[src/rtl/sfb_pkg.sv]
package sfb_pkg;

    localparam int LEN_W = 16;
    localparam logic [31:0] CLEAR_KEY = 32'h0000_00A5;

    typedef enum logic [3:0] {
        RA_STATUS = 4'd0,
        RA_ENABLE = 4'd1,
        RA_TXCLR  = 4'd2,
        RA_TXVAC  = 4'd3,
        RA_TXDATA = 4'd4,
        RA_TXLEN  = 4'd5,
        RA_RXCLR  = 4'd6,
        RA_RXOCC  = 4'd7,
        RA_RXDATA = 4'd8,
        RA_RXLEN  = 4'd9,
        RA_BOTHCLR = 4'd10
    } reg_idx_e;

    typedef struct packed {
        logic rx_clr_done;
        logic tx_clr_done;
        logic rx_pkt;
        logic tx_done;
    } status_t;

    function automatic logic [LEN_W-1:0] bytes_to_words(input logic [LEN_W-1:0] nbytes);
        logic [LEN_W:0] t;
        t = {1'b0, nbytes} + (LEN_W+1)'(3);
        return {1'b0, t[LEN_W:2]};
    endfunction

endpackage

[src/rtl/sfb_fifo.sv]
module sfb_fifo #(
    parameter int W     = 32,
    parameter int DEPTH = 8,
    localparam int AW   = (DEPTH > 1) ? $clog2(DEPTH) : 1,
    localparam int CW   = $clog2(DEPTH + 1)
) (
    input  logic          clk,
    input  logic          rst,
    input  logic          clr,
    input  logic          push,
    input  logic [W-1:0]  din,
    input  logic          pop,
    output logic [W-1:0]  dout,
    output logic          full,
    output logic          empty,
    output logic [CW-1:0] count
);
    logic [W-1:0]  mem [DEPTH];
    logic [AW-1:0] wp, rp;
    logic          do_push, do_pop;

    assign full    = (count == CW'(DEPTH));
    assign empty   = (count == '0);
    assign do_push = push && !full;
    assign do_pop  = pop && !empty;
    assign dout    = mem[rp];

    function automatic logic [AW-1:0] nxt(input logic [AW-1:0] p);
        return (p == AW'(DEPTH - 1)) ? '0 : p + 1'b1;
    endfunction

    always_ff @(posedge clk) begin
        if (do_push) mem[wp] <= din;
    end

    always_ff @(posedge clk) begin
        if (rst || clr) begin
            wp    <= '0;
            rp    <= '0;
            count <= '0;
        end else begin
            if (do_push) wp <= nxt(wp);
            if (do_pop)  rp <= nxt(rp);
            case ({do_push, do_pop})
                2'b10:   count <= count + 1'b1;
                2'b01:   count <= count - 1'b1;
                default: count <= count;
            endcase
        end
    end

    // occupancy never exceeds the storage depth
    a_r2_count_bound: assert property (@(posedge clk) disable iff (rst)
        count <= CW'(DEPTH));

    // a push into a full FIFO leaves occupancy unchanged
    a_r2_drop_when_full: assert property (@(posedge clk) disable iff (rst || clr)
        full && push && !pop |=> full);

endmodule

[src/rtl/sfb_tx_engine.sv]
module sfb_tx_engine
    import sfb_pkg::*;
(
    input  logic             clk,
    input  logic             rst,
    input  logic             clr,
    input  logic             launch,
    input  logic [LEN_W-1:0] launch_words,
    input  logic             fifo_empty,
    input  logic [31:0]      fifo_head,
    input  logic             m_tready,
    output logic             m_tvalid,
    output logic [31:0]      m_tdata,
    output logic             m_tlast,
    output logic             beat_pop,
    output logic             pkt_done
);
    logic [LEN_W-1:0] remaining;
    logic             idle;

    assign idle     = (remaining == '0);
    assign m_tvalid = !idle && !fifo_empty;
    assign m_tdata  = fifo_head;
    assign m_tlast  = (remaining == LEN_W'(1));
    assign beat_pop = m_tvalid && m_tready;
    assign pkt_done = beat_pop && m_tlast;

    always_ff @(posedge clk) begin
        if (rst || clr) begin
            remaining <= '0;
        end else if (idle) begin
            if (launch && launch_words != '0) remaining <= launch_words;
        end else if (beat_pop) begin
            remaining <= remaining - 1'b1;
        end
    end

    // a stalled beat keeps its payload
    a_r4_hold_on_stall: assert property (@(posedge clk) disable iff (rst || clr)
        m_tvalid && !m_tready |=> m_tvalid && $stable(m_tdata) && $stable(m_tlast));

    // the TLAST beat ends the packet
    a_r3_last_ends_packet: assert property (@(posedge clk) disable iff (rst || clr)
        m_tvalid && m_tready && m_tlast |=> !m_tvalid);

endmodule

[src/rtl/sfb_rx_tracker.sv]
module sfb_rx_tracker
    import sfb_pkg::*;
(
    input  logic             clk,
    input  logic             rst,
    input  logic             clr,
    input  logic             s_tvalid,
    input  logic             s_tlast,
    input  logic             data_full,
    input  logic             len_full,
    output logic             s_tready,
    output logic             data_push,
    output logic             len_push,
    output logic [LEN_W-1:0] len_value
);
    logic [LEN_W-3:0] beats;

    assign s_tready  = !data_full && !len_full;
    assign data_push = s_tvalid && s_tready;
    assign len_push  = data_push && s_tlast;
    assign len_value = {beats + 1'b1, 2'b00};

    always_ff @(posedge clk) begin
        if (rst || clr)     beats <= '0;
        else if (len_push)  beats <= '0;
        else if (data_push) beats <= beats + 1'b1;
    end

    // a queued length is a nonzero whole number of words
    a_r7_len_word_multiple: assert property (@(posedge clk) disable iff (rst)
        len_push |-> (len_value[1:0] == 2'b00) && (len_value != '0));

    // the beat after a closing beat starts a fresh count
    a_r7_count_restarts: assert property (@(posedge clk) disable iff (rst || clr)
        len_push |=> len_value == LEN_W'(4));

endmodule

[src/rtl/stream_fifo_bridge.sv]
module stream_fifo_bridge
    import sfb_pkg::*;
#(
    parameter int TX_DEPTH  = 8,
    parameter int RX_DEPTH  = 8,
    parameter int LEN_DEPTH = 4
) (
    input  logic        clk,
    input  logic        rst,
    input  logic        reg_wr,
    input  logic        reg_rd,
    input  logic [3:0]  reg_addr,
    input  logic [31:0] reg_wdata,
    output logic [31:0] reg_rdata,
    output logic        irq,
    output logic        m_tvalid,
    input  logic        m_tready,
    output logic [31:0] m_tdata,
    output logic        m_tlast,
    input  logic        s_tvalid,
    output logic        s_tready,
    input  logic [31:0] s_tdata,
    input  logic        s_tlast
);
    localparam int TXCW = $clog2(TX_DEPTH + 1);
    localparam int RXCW = $clog2(RX_DEPTH + 1);
    localparam int LQCW = $clog2(LEN_DEPTH + 1);

    reg_idx_e idx;
    assign idx = reg_idx_e'(reg_addr);

    logic wr_hit_key, tx_clr, rx_clr;
    assign wr_hit_key = reg_wr && (reg_wdata == CLEAR_KEY);
    assign tx_clr = wr_hit_key && (idx == RA_TXCLR || idx == RA_BOTHCLR);
    assign rx_clr = wr_hit_key && (idx == RA_RXCLR || idx == RA_BOTHCLR);

    // transmit path
    logic [31:0]     tx_head;
    logic            tx_full, tx_empty, tx_pop, tx_done;
    logic [TXCW-1:0] tx_count;

    sfb_fifo #(.W(32), .DEPTH(TX_DEPTH)) u_tx_fifo (
        .clk(clk), .rst(rst), .clr(tx_clr),
        .push(reg_wr && idx == RA_TXDATA), .din(reg_wdata),
        .pop(tx_pop), .dout(tx_head),
        .full(tx_full), .empty(tx_empty), .count(tx_count)
    );

    sfb_tx_engine u_tx_engine (
        .clk(clk), .rst(rst), .clr(tx_clr),
        .launch(reg_wr && idx == RA_TXLEN),
        .launch_words(bytes_to_words(reg_wdata[LEN_W-1:0])),
        .fifo_empty(tx_empty), .fifo_head(tx_head),
        .m_tready(m_tready), .m_tvalid(m_tvalid),
        .m_tdata(m_tdata), .m_tlast(m_tlast),
        .beat_pop(tx_pop), .pkt_done(tx_done)
    );

    // receive path
    logic [31:0]      rx_head;
    logic             rx_full, rx_empty, rx_push;
    logic [RXCW-1:0]  rx_count;
    logic [LEN_W-1:0] lq_head, lq_in;
    logic             lq_full, lq_empty, lq_push;
    logic [LQCW-1:0]  lq_count;

    sfb_fifo #(.W(32), .DEPTH(RX_DEPTH)) u_rx_fifo (
        .clk(clk), .rst(rst), .clr(rx_clr),
        .push(rx_push), .din(s_tdata),
        .pop(reg_rd && idx == RA_RXDATA), .dout(rx_head),
        .full(rx_full), .empty(rx_empty), .count(rx_count)
    );

    sfb_fifo #(.W(LEN_W), .DEPTH(LEN_DEPTH)) u_len_queue (
        .clk(clk), .rst(rst), .clr(rx_clr),
        .push(lq_push), .din(lq_in),
        .pop(reg_rd && idx == RA_RXLEN), .dout(lq_head),
        .full(lq_full), .empty(lq_empty), .count(lq_count)
    );

    sfb_rx_tracker u_rx_tracker (
        .clk(clk), .rst(rst), .clr(rx_clr),
        .s_tvalid(s_tvalid), .s_tlast(s_tlast),
        .data_full(rx_full), .len_full(lq_full),
        .s_tready(s_tready), .data_push(rx_push),
        .len_push(lq_push), .len_value(lq_in)
    );

    // status and enable
    status_t status_q, events, enable_q;
    logic    status_w1c;

    assign events = '{rx_clr_done: rx_clr, tx_clr_done: tx_clr,
                      rx_pkt: lq_push, tx_done: tx_done};
    assign status_w1c = reg_wr && idx == RA_STATUS;

    always_ff @(posedge clk) begin
        if (rst) begin
            status_q <= '0;
            enable_q <= '0;
        end else begin
            status_q <= (status_q & ~(status_w1c ? status_t'(reg_wdata[3:0]) : status_t'(4'b0)))
                        | events;
            if (reg_wr && idx == RA_ENABLE) enable_q <= status_t'(reg_wdata[3:0]);
        end
    end

    assign irq = |(status_q & enable_q);

    // read mux
    always_comb begin
        reg_rdata = '0;
        if (reg_rd) begin
            case (idx)
                RA_STATUS: reg_rdata = {28'b0, status_q};
                RA_ENABLE: reg_rdata = {28'b0, enable_q};
                RA_TXVAC:  reg_rdata = 32'(TX_DEPTH) - 32'(tx_count);
                RA_RXOCC:  reg_rdata = 32'(rx_count);
                RA_RXDATA: reg_rdata = rx_empty ? 32'b0 : rx_head;
                RA_RXLEN:  reg_rdata = lq_empty ? 32'b0 : 32'(lq_head);
                default:   reg_rdata = '0;
            endcase
        end
    end

    // written ones clear status bits unless a new event coincides
    a_r9_w1c: assert property (@(posedge clk) disable iff (rst)
        status_w1c && events == '0 |=> (status_q & status_t'($past(reg_wdata[3:0]))) == '0);

    // a transmit clear empties the FIFO, stops the stream, flags it
    a_r10_tx_clear: assert property (@(posedge clk) disable iff (rst)
        tx_clr |=> tx_count == '0 && !m_tvalid && status_q.tx_clr_done);

    // a receive clear empties data and length storage
    a_r10_rx_clear: assert property (@(posedge clk) disable iff (rst)
        rx_clr |=> rx_count == '0 && lq_count == '0 && s_tready);

    // no acceptance while receive storage is full
    a_r8_stall_when_full: assert property (@(posedge clk) disable iff (rst)
        (rx_full || lq_full) |-> !s_tready);

    // quiet outputs in the first cycle after reset
    a_r1_reset_state: assert property (@(posedge clk)
        $past(rst) |-> !m_tvalid && !irq && s_tready);

endmodule

[config.mk]
export PLATFORM = sky130hd
export DESIGN_NAME = stream_fifo_bridge
export DESIGN_NICKNAME = d
export VERILOG_FILES = /design/src/rtl/sfb_pkg.sv /design/src/rtl/sfb_fifo.sv /design/src/rtl/sfb_tx_engine.sv /design/src/rtl/sfb_rx_tracker.sv /design/src/rtl/stream_fifo_bridge.sv
export SDC_FILE = /design/constraint.sdc
export NUM_CORES = 1
export LEC_CHECK = 0
export CAP_MARGIN = 25
export CORE_MARGIN = 2
export CORE_UTILIZATION = 49
export CTS_BUF_LIST = sky130_fd_sc_hd__clkbuf_2 sky130_fd_sc_hd__clkbuf_4 sky130_fd_sc_hd__clkbuf_8
export CTS_CLUSTER_SIZE = 14
export DETAILED_ROUTE_END_ITERATION = 10
export DONT_BUFFER_PORTS = 1
export GPL_TIMING_DRIVEN = 0
export SETUP_SLACK_MARGIN = 0.1
export SLEW_MARGIN = 20
export SYNTH_ARGS = -nofsm -noshare
export SYNTH_HDL_FRONTEND = slang
export SYNTH_SLANG_ARGS = --single-unit
[constraint.sdc]
create_clock -name clk -period 16.4 [get_ports clk]
set_input_delay 4.1 -clock clk [delete_from_list [all_inputs] [get_ports clk]]
set_output_delay 4.1 -clock clk [all_outputs]
set_load 0.03 [all_outputs]
* Yosys cells after proc, flatten, opt, wreduce, memory -nomap -nowiden
Memory sizes are Yosys's and may differ from the RTL's. A register that Yosys moved wholly into a read port is not among the register bits.
Index checks and enable logic that the tools add are counted.
** Operators by class
- $add $sub $neg :: 16
- Equal/unequal tests :: 28
- Muxes and demuxes :: 29
- Bitwise operators :: 4
- Reductions and logical operators :: 46
** Operators by type and width (number)
- 32-bit case mux with 6 select lines :: 1
- 16-bit 2-to-1 mux :: 4
- 32-bit 2-to-1 mux :: 2
- 32-bit by 8-bit == test with 1-bit output (second input constant) :: 1
- 3-bit 2-to-1 mux :: 8
- 1-bit logical AND :: 22
- 4-bit == test (second input constant) :: 5
- 16-bit by 2-bit adder with 17-bit output (second input constant) :: 1
- 16-bit by 1-bit == test with 1-bit output (second input constant) :: 1
- 4-bit by 3-bit == test with 1-bit output (second input constant) :: 4
- 16-bit logical NOT :: 1
- 4-bit case mux with 2 select lines :: 2
- 16-bit nonzero test :: 1
- 16-bit by 1-bit subtractor with 16-bit output (second input constant) :: 1
- 3-bit by 1-bit adder with 3-bit output (second input constant) :: 5
- 3-bit == test (second input constant) :: 5
- 14-bit by 1-bit adder with 14-bit output (second input constant) :: 1
- 4-bit logical NOT :: 3
- 2-bit == test (second input constant) :: 5
- 4-bit by 1-bit adder with 4-bit output (second input constant) :: 2
- 4-bit AND :: 2
- 4-bit by 2-bit == test with 1-bit output (second input constant) :: 2
- 2-bit 2-to-1 mux :: 4
- 2-bit nonzero test :: 4
- other kinds (18) :: 36
** Word-level totals
- Bits in registers :: 65
- Bits in writable memories :: 568
- Input port bits :: 75
- Output and inout port bits :: 68
- Word-level logic and storage cells :: 145
- Memories :: 3
** Memory list
- u_rx_fifo.mem :: words 8, bits a word 32, rd ports 1, clocked after memory_dff 1, wr ports 1, RTL line sfb_fifo.sv:18 : logic [W-1:0] mem [DEPTH];
- u_tx_fifo.mem :: words 8, bits a word 32, rd ports 1, clocked after memory_dff 1, wr ports 1, RTL line sfb_fifo.sv:18
- u_len_queue.mem :: words 4, bits a word 14, rd ports 1, clocked after memory_dff 1, wr ports 1, RTL line sfb_fifo.sv:18

* Logic depth before layout (Yosys ltp)
- Depth after elaboration :: 8
- Depth in mapped cells :: 16

* By module
From an unflattened synthesis, not the netlist that was laid out.
** Unflattened totals
- Cells, all modules :: 1524
- Area, all modules :: 27252.4 um2
** By module, submodules not included
- sfb_fifo (u_rx_fifo ...) :: times used 2, cells an instance 450, area each 10309.9 um2
- sfb_fifo (u_len_queue) :: times used 1, cells an instance 140, area each 2815.2 um2
- stream_fifo_bridge :: times used 1, cells an instance 207, area each 1480.2 um2
- sfb_tx_engine :: times used 1, cells an instance 166, area each 1380.1 um2
- sfb_rx_tracker :: times used 1, cells an instance 111, area each 957.2 um2

* Worst setup path before layout
No wires, ideal clock.
- Kind :: input port to output port
- Start point :: input reg_addr[2]
- End point :: output reg_rdata[10]
- Arrival :: 5.706 ns
- Setup slack :: 6.594 ns
- Cell stages on the path :: 7
- Buffers on the path :: 3
- Cell sequence :: clkbuf_1 nor2b_1 and3_1 clkbuf_1 clkbuf_1 nand2_1 a31oi_1
** Between the ends
- Cells in the longest elaborated chain, start to end :: 3
- Elaborated cells on any way between the ends :: 8
** Ends and longest elaborated chain
- from (decl) :: RTL line stream_fifo_bridge.sv:12 : input logic [3:0] reg_addr,
- 4-bit == test (tied with other cells) :: RTL line stream_fifo_bridge.sv:114 : case (idx)
- 32-bit case mux with 6 select lines * :: RTL line stream_fifo_bridge.sv:114
- 32-bit 2-to-1 mux * :: RTL line stream_fifo_bridge.sv:113 : if (reg_rd) begin
- to (decl) :: RTL line stream_fifo_bridge.sv:14 : output logic [31:0] reg_rdata,
Every way passes the cells marked *; elsewhere a longest branch is shown, timed or not.

* Worst setup path in the final report
- Start point :: input reg_addr[2]
- End point :: output reg_rdata[4]
The elaborated chain is that of the path after synthesis.

==> impl_results.md <==
- Status: finished clean
- Crit-path max FO: 10
- Vias in the first global route: 14400
- Ys Warns: 0
- Post_cts resized: 0
- First-pass GRT wire length: 87.2 mm
- Synth top cells by count: 568 x edfxtp_1, 142 x mux4_2, 78 x nor2_1
- Delay-heaviest family, CP: simple AND/OR/NAND/NOR gates
- Die Y: 235 µm
- Clock buffer count from CTS: 104
- CTS tree: done
- Crit path DAT: 6.54 ns
- DRT iter0 DRCs: around 1000
- RSZ-0062 raised after global routing: no
- Total Die Area: 55400 µm²
- Clk_lat worst skew: 0.69 ns
- Routed vias: 13800
- Initial core utilization: 49.7%
- Die width: between 200 and 250 µm
- N_diodes: 0
- Post-CTS Setup Repair Bufs: 0
- CTS root buf: clkbuf_8
- Share of layout cells above drive strength 1: 26.7%
- Fmax: roughly 0.094 GHz
- Initial antenna violation count: 0
- P&R area growth vs syn: 13.9%
- Top FF cell, synth: edfxtp_1
- Distinct cells, synth: 69
- Post-cts hold buffer count: 0
- H-tree depth: 3
- Clock buffer depth: 3
- Router iterations before antenna repair: 5
- Synthesized area: between 20000 and 30000 µm²
- Post-synth top area cell: edfxtp_1
- HPWL after DPL: 39.5 mm
- Worst vdd ir: a little over 0.07 mV
- PD cells: 109 nW/µm²
- Total gr overflow: 0
- Max incr delay on CP: 0.75 ns
- Post-place setup slack: 5.74 ns
- Finish-stage setup viols: 0
- EDFF count, synth: 568
- Leak pwr: 9.62 nW
- Worst Path Required: 12.30 ns
- Critical path cell sequence: clkbuf_1 -> nor2_1 -> nand4_1 -> clkbuf_1 -> a31oi_1
- Count leader, synth: edfxtp_1
- Minimum clock period: 10.64 ns
- Hold path start: u_tx_engine.remaining[11]$_SDFFE_PP0P_
- Clock transition at path regs: 0.06 ns
- Syn Area/Cell: 17.7 µm²
- Reg2reg start: u_tx_engine.remaining[0]$_SDFFE_PP0P_
- Synth top area cells: edfxtp_1 65%, mux4_2 12%, dfxtp_1 5.6%
- Worst-margin pin slew: 0.965 ns
- Final Max Tran Viols: 0
- Post-synth ARST share: 0%
- I/O Pins: 143
- Final WS setup: about 5.8 ns
- Buf/Inv on CP: 2
- DR vias/cell: 5.69
- Final Hold Viols: 0
- Most used cell, CP: clkbuf_1
- Placer congestion estimate: 0.815
- Port buffer count: 0
- Setup tns final: 0 ns
- Startpoint types: primary input
- Floorplan Core Area: 52800 µm²
- Tcrit/Tclk final: 64.9%
- Core Rows: 84
- Largest net degree at the start of global routing: 20
- Flops & latches, synth: 641
- Critical path class: primary input to output port
- Wire length per cell: 23.6 µm
- Syn_nets: 1583
- Number of max-cap violations: 0
- Crit. End Element: output port
- Post-synth top area share: 65.1%
- Clock sinks: 641
- Hold Crit Class: flip-flop to flip-flop
- Post-DRT Antenna Nets: 0
- Final WL: between 50 and 60 mm
- Residual DRC count: 0
- Sequential cell area fraction in the yosys report: a little over two thirds
- Post-synthesis instance total: 1482
- GRT Overall Usage: roughly a fifth
- Final nets: between 1500 and 2000
- Skew final: 0.0234 ns
- CP startpoint: reg_addr[2]
- CP max-delay cell: a31oi_1
- Max-slew headroom: a little over a third
## layout make-up
class / instances / area, µm²
fillers: 4084 / 22900
flip-flops and latches: 641 / 18500
plain buffers: 81 / 325
clock buffers: 150 / 1830
well taps: 688 / 861
clock inverters: 38 / 210
inverters: 21 / 78.8
repair buffers: 74 / 638
multi-input cells: 739 / 7390
## worst paths after layout
check                                                               to  slack, ns  depth (start not counted)
worst min register to register  u_tx_engine.remaining[11]$_SDFFE_PP0P_       0.46                          2
worst min-delay path            u_tx_engine.remaining[11]$_SDFFE_PP0P_       0.46                          2
worst max-delay path                                      reg_rdata[4]       5.76                          5
worst max register to register         u_tx_fifo.count[2]$_SDFFE_PP0P_      12.55                         16
## flip-flops by register name, summed over array words and instances (netlist names), 4 cells and up, named ones only
name / flops
enable_q: 4
status_q: 4
u_len_queue.mem: 56
u_rx_fifo.count: 4
u_rx_fifo.mem: 256
u_rx_tracker.beats: 14
u_tx_engine.remaining: 16
u_tx_fifo.count: 4
u_tx_fifo.mem: 256
## routing by layer
metal	share of wire [%]	global-route usage (%)	vias to the layer above	wire [µm]
met5	0	0	-	0
met4	2.6	6.89	0	1510
met3	5.9	5.97	96	3370
met2	50	35.2	341	28900
met1	41	26.3	7095	23600
li1	-	-	6314	-
## worst register-to-register path, delay by kind of cell (launching register included)
kind | cells | cell delay [ns]
flip-flops | 1 | 0.33
adder cells (fa/ha/maj) | 3 | 0.79
AND/OR/NAND/NOR | 5 | 1.30
XOR/XNOR | 3 | 0.45
AO/OA/AOI/OAI | 1 | 0.14
buffers and inverters | 4 | 0.70
## power breakdown
group / internal (mW) / switching (mW)
sequential: 1.80 / 0.00796
clock: 0.731 / 0.614
combinational: 0.0432 / 0.0708
total: 2.57 / 0.693
## stage by stage
step / power [mW] / utilization, % / area, µm² / instances / hold WS [ns]
finish: 3.26 / 56.6 / 29800 / 2432 / 0.460
global placement: 1.95 / 51.3 / 27100 / 2170 / 0.441
floorplan: 1.92 / - / 26200 / 1482 / 0.430
detailed placement: 1.95 / 52.6 / 27700 / 2238 / 0.452
CTS: 3.30 / 56.4 / 29800 / 2426 / 0.458
global route: 3.38 / 56.6 / 29800 / 2432 / 0.477
## cell usage in the layout (no fill, tap or decap), types with 10 or more instances in the layout
master,n
a31oi_1,13
nand4_1,10
buf_4,36
o21ai_0,28
a21oi_1,44
clkbuf_1,57
buf_2,23
clkbuf_4,38
dfxtp_1,73
inv_1,20
and2_1,21
buf_1,17
edfxtp_1,568
nor3_1,20
nand3_1,20
clkbuf_8,112
clkinv_1,23
buf_6,14
mux2i_1,29
ha_1,24
clkinv_2,11
xor2_1,24
mux4_2,142
nor2_1,74
nand2_1,74
mux2_2,49
and3_1,13
xnor2_1,26
## kinds of logic after synthesis
logic type               after synthesis  share of synthesized area (%)
adder cells (fa/ha/maj)               26                           1.30
AND/OR/NAND/NOR                      301                           5.78
XOR/XNOR                              50                           1.67
buffers and inverters                102                           1.54
flip-flops                           641                           70.6
AO/OA/AOI/OAI                        142                           3.66
multiplexers                         220                           15.4
Power figures use the tool's default switching activity.
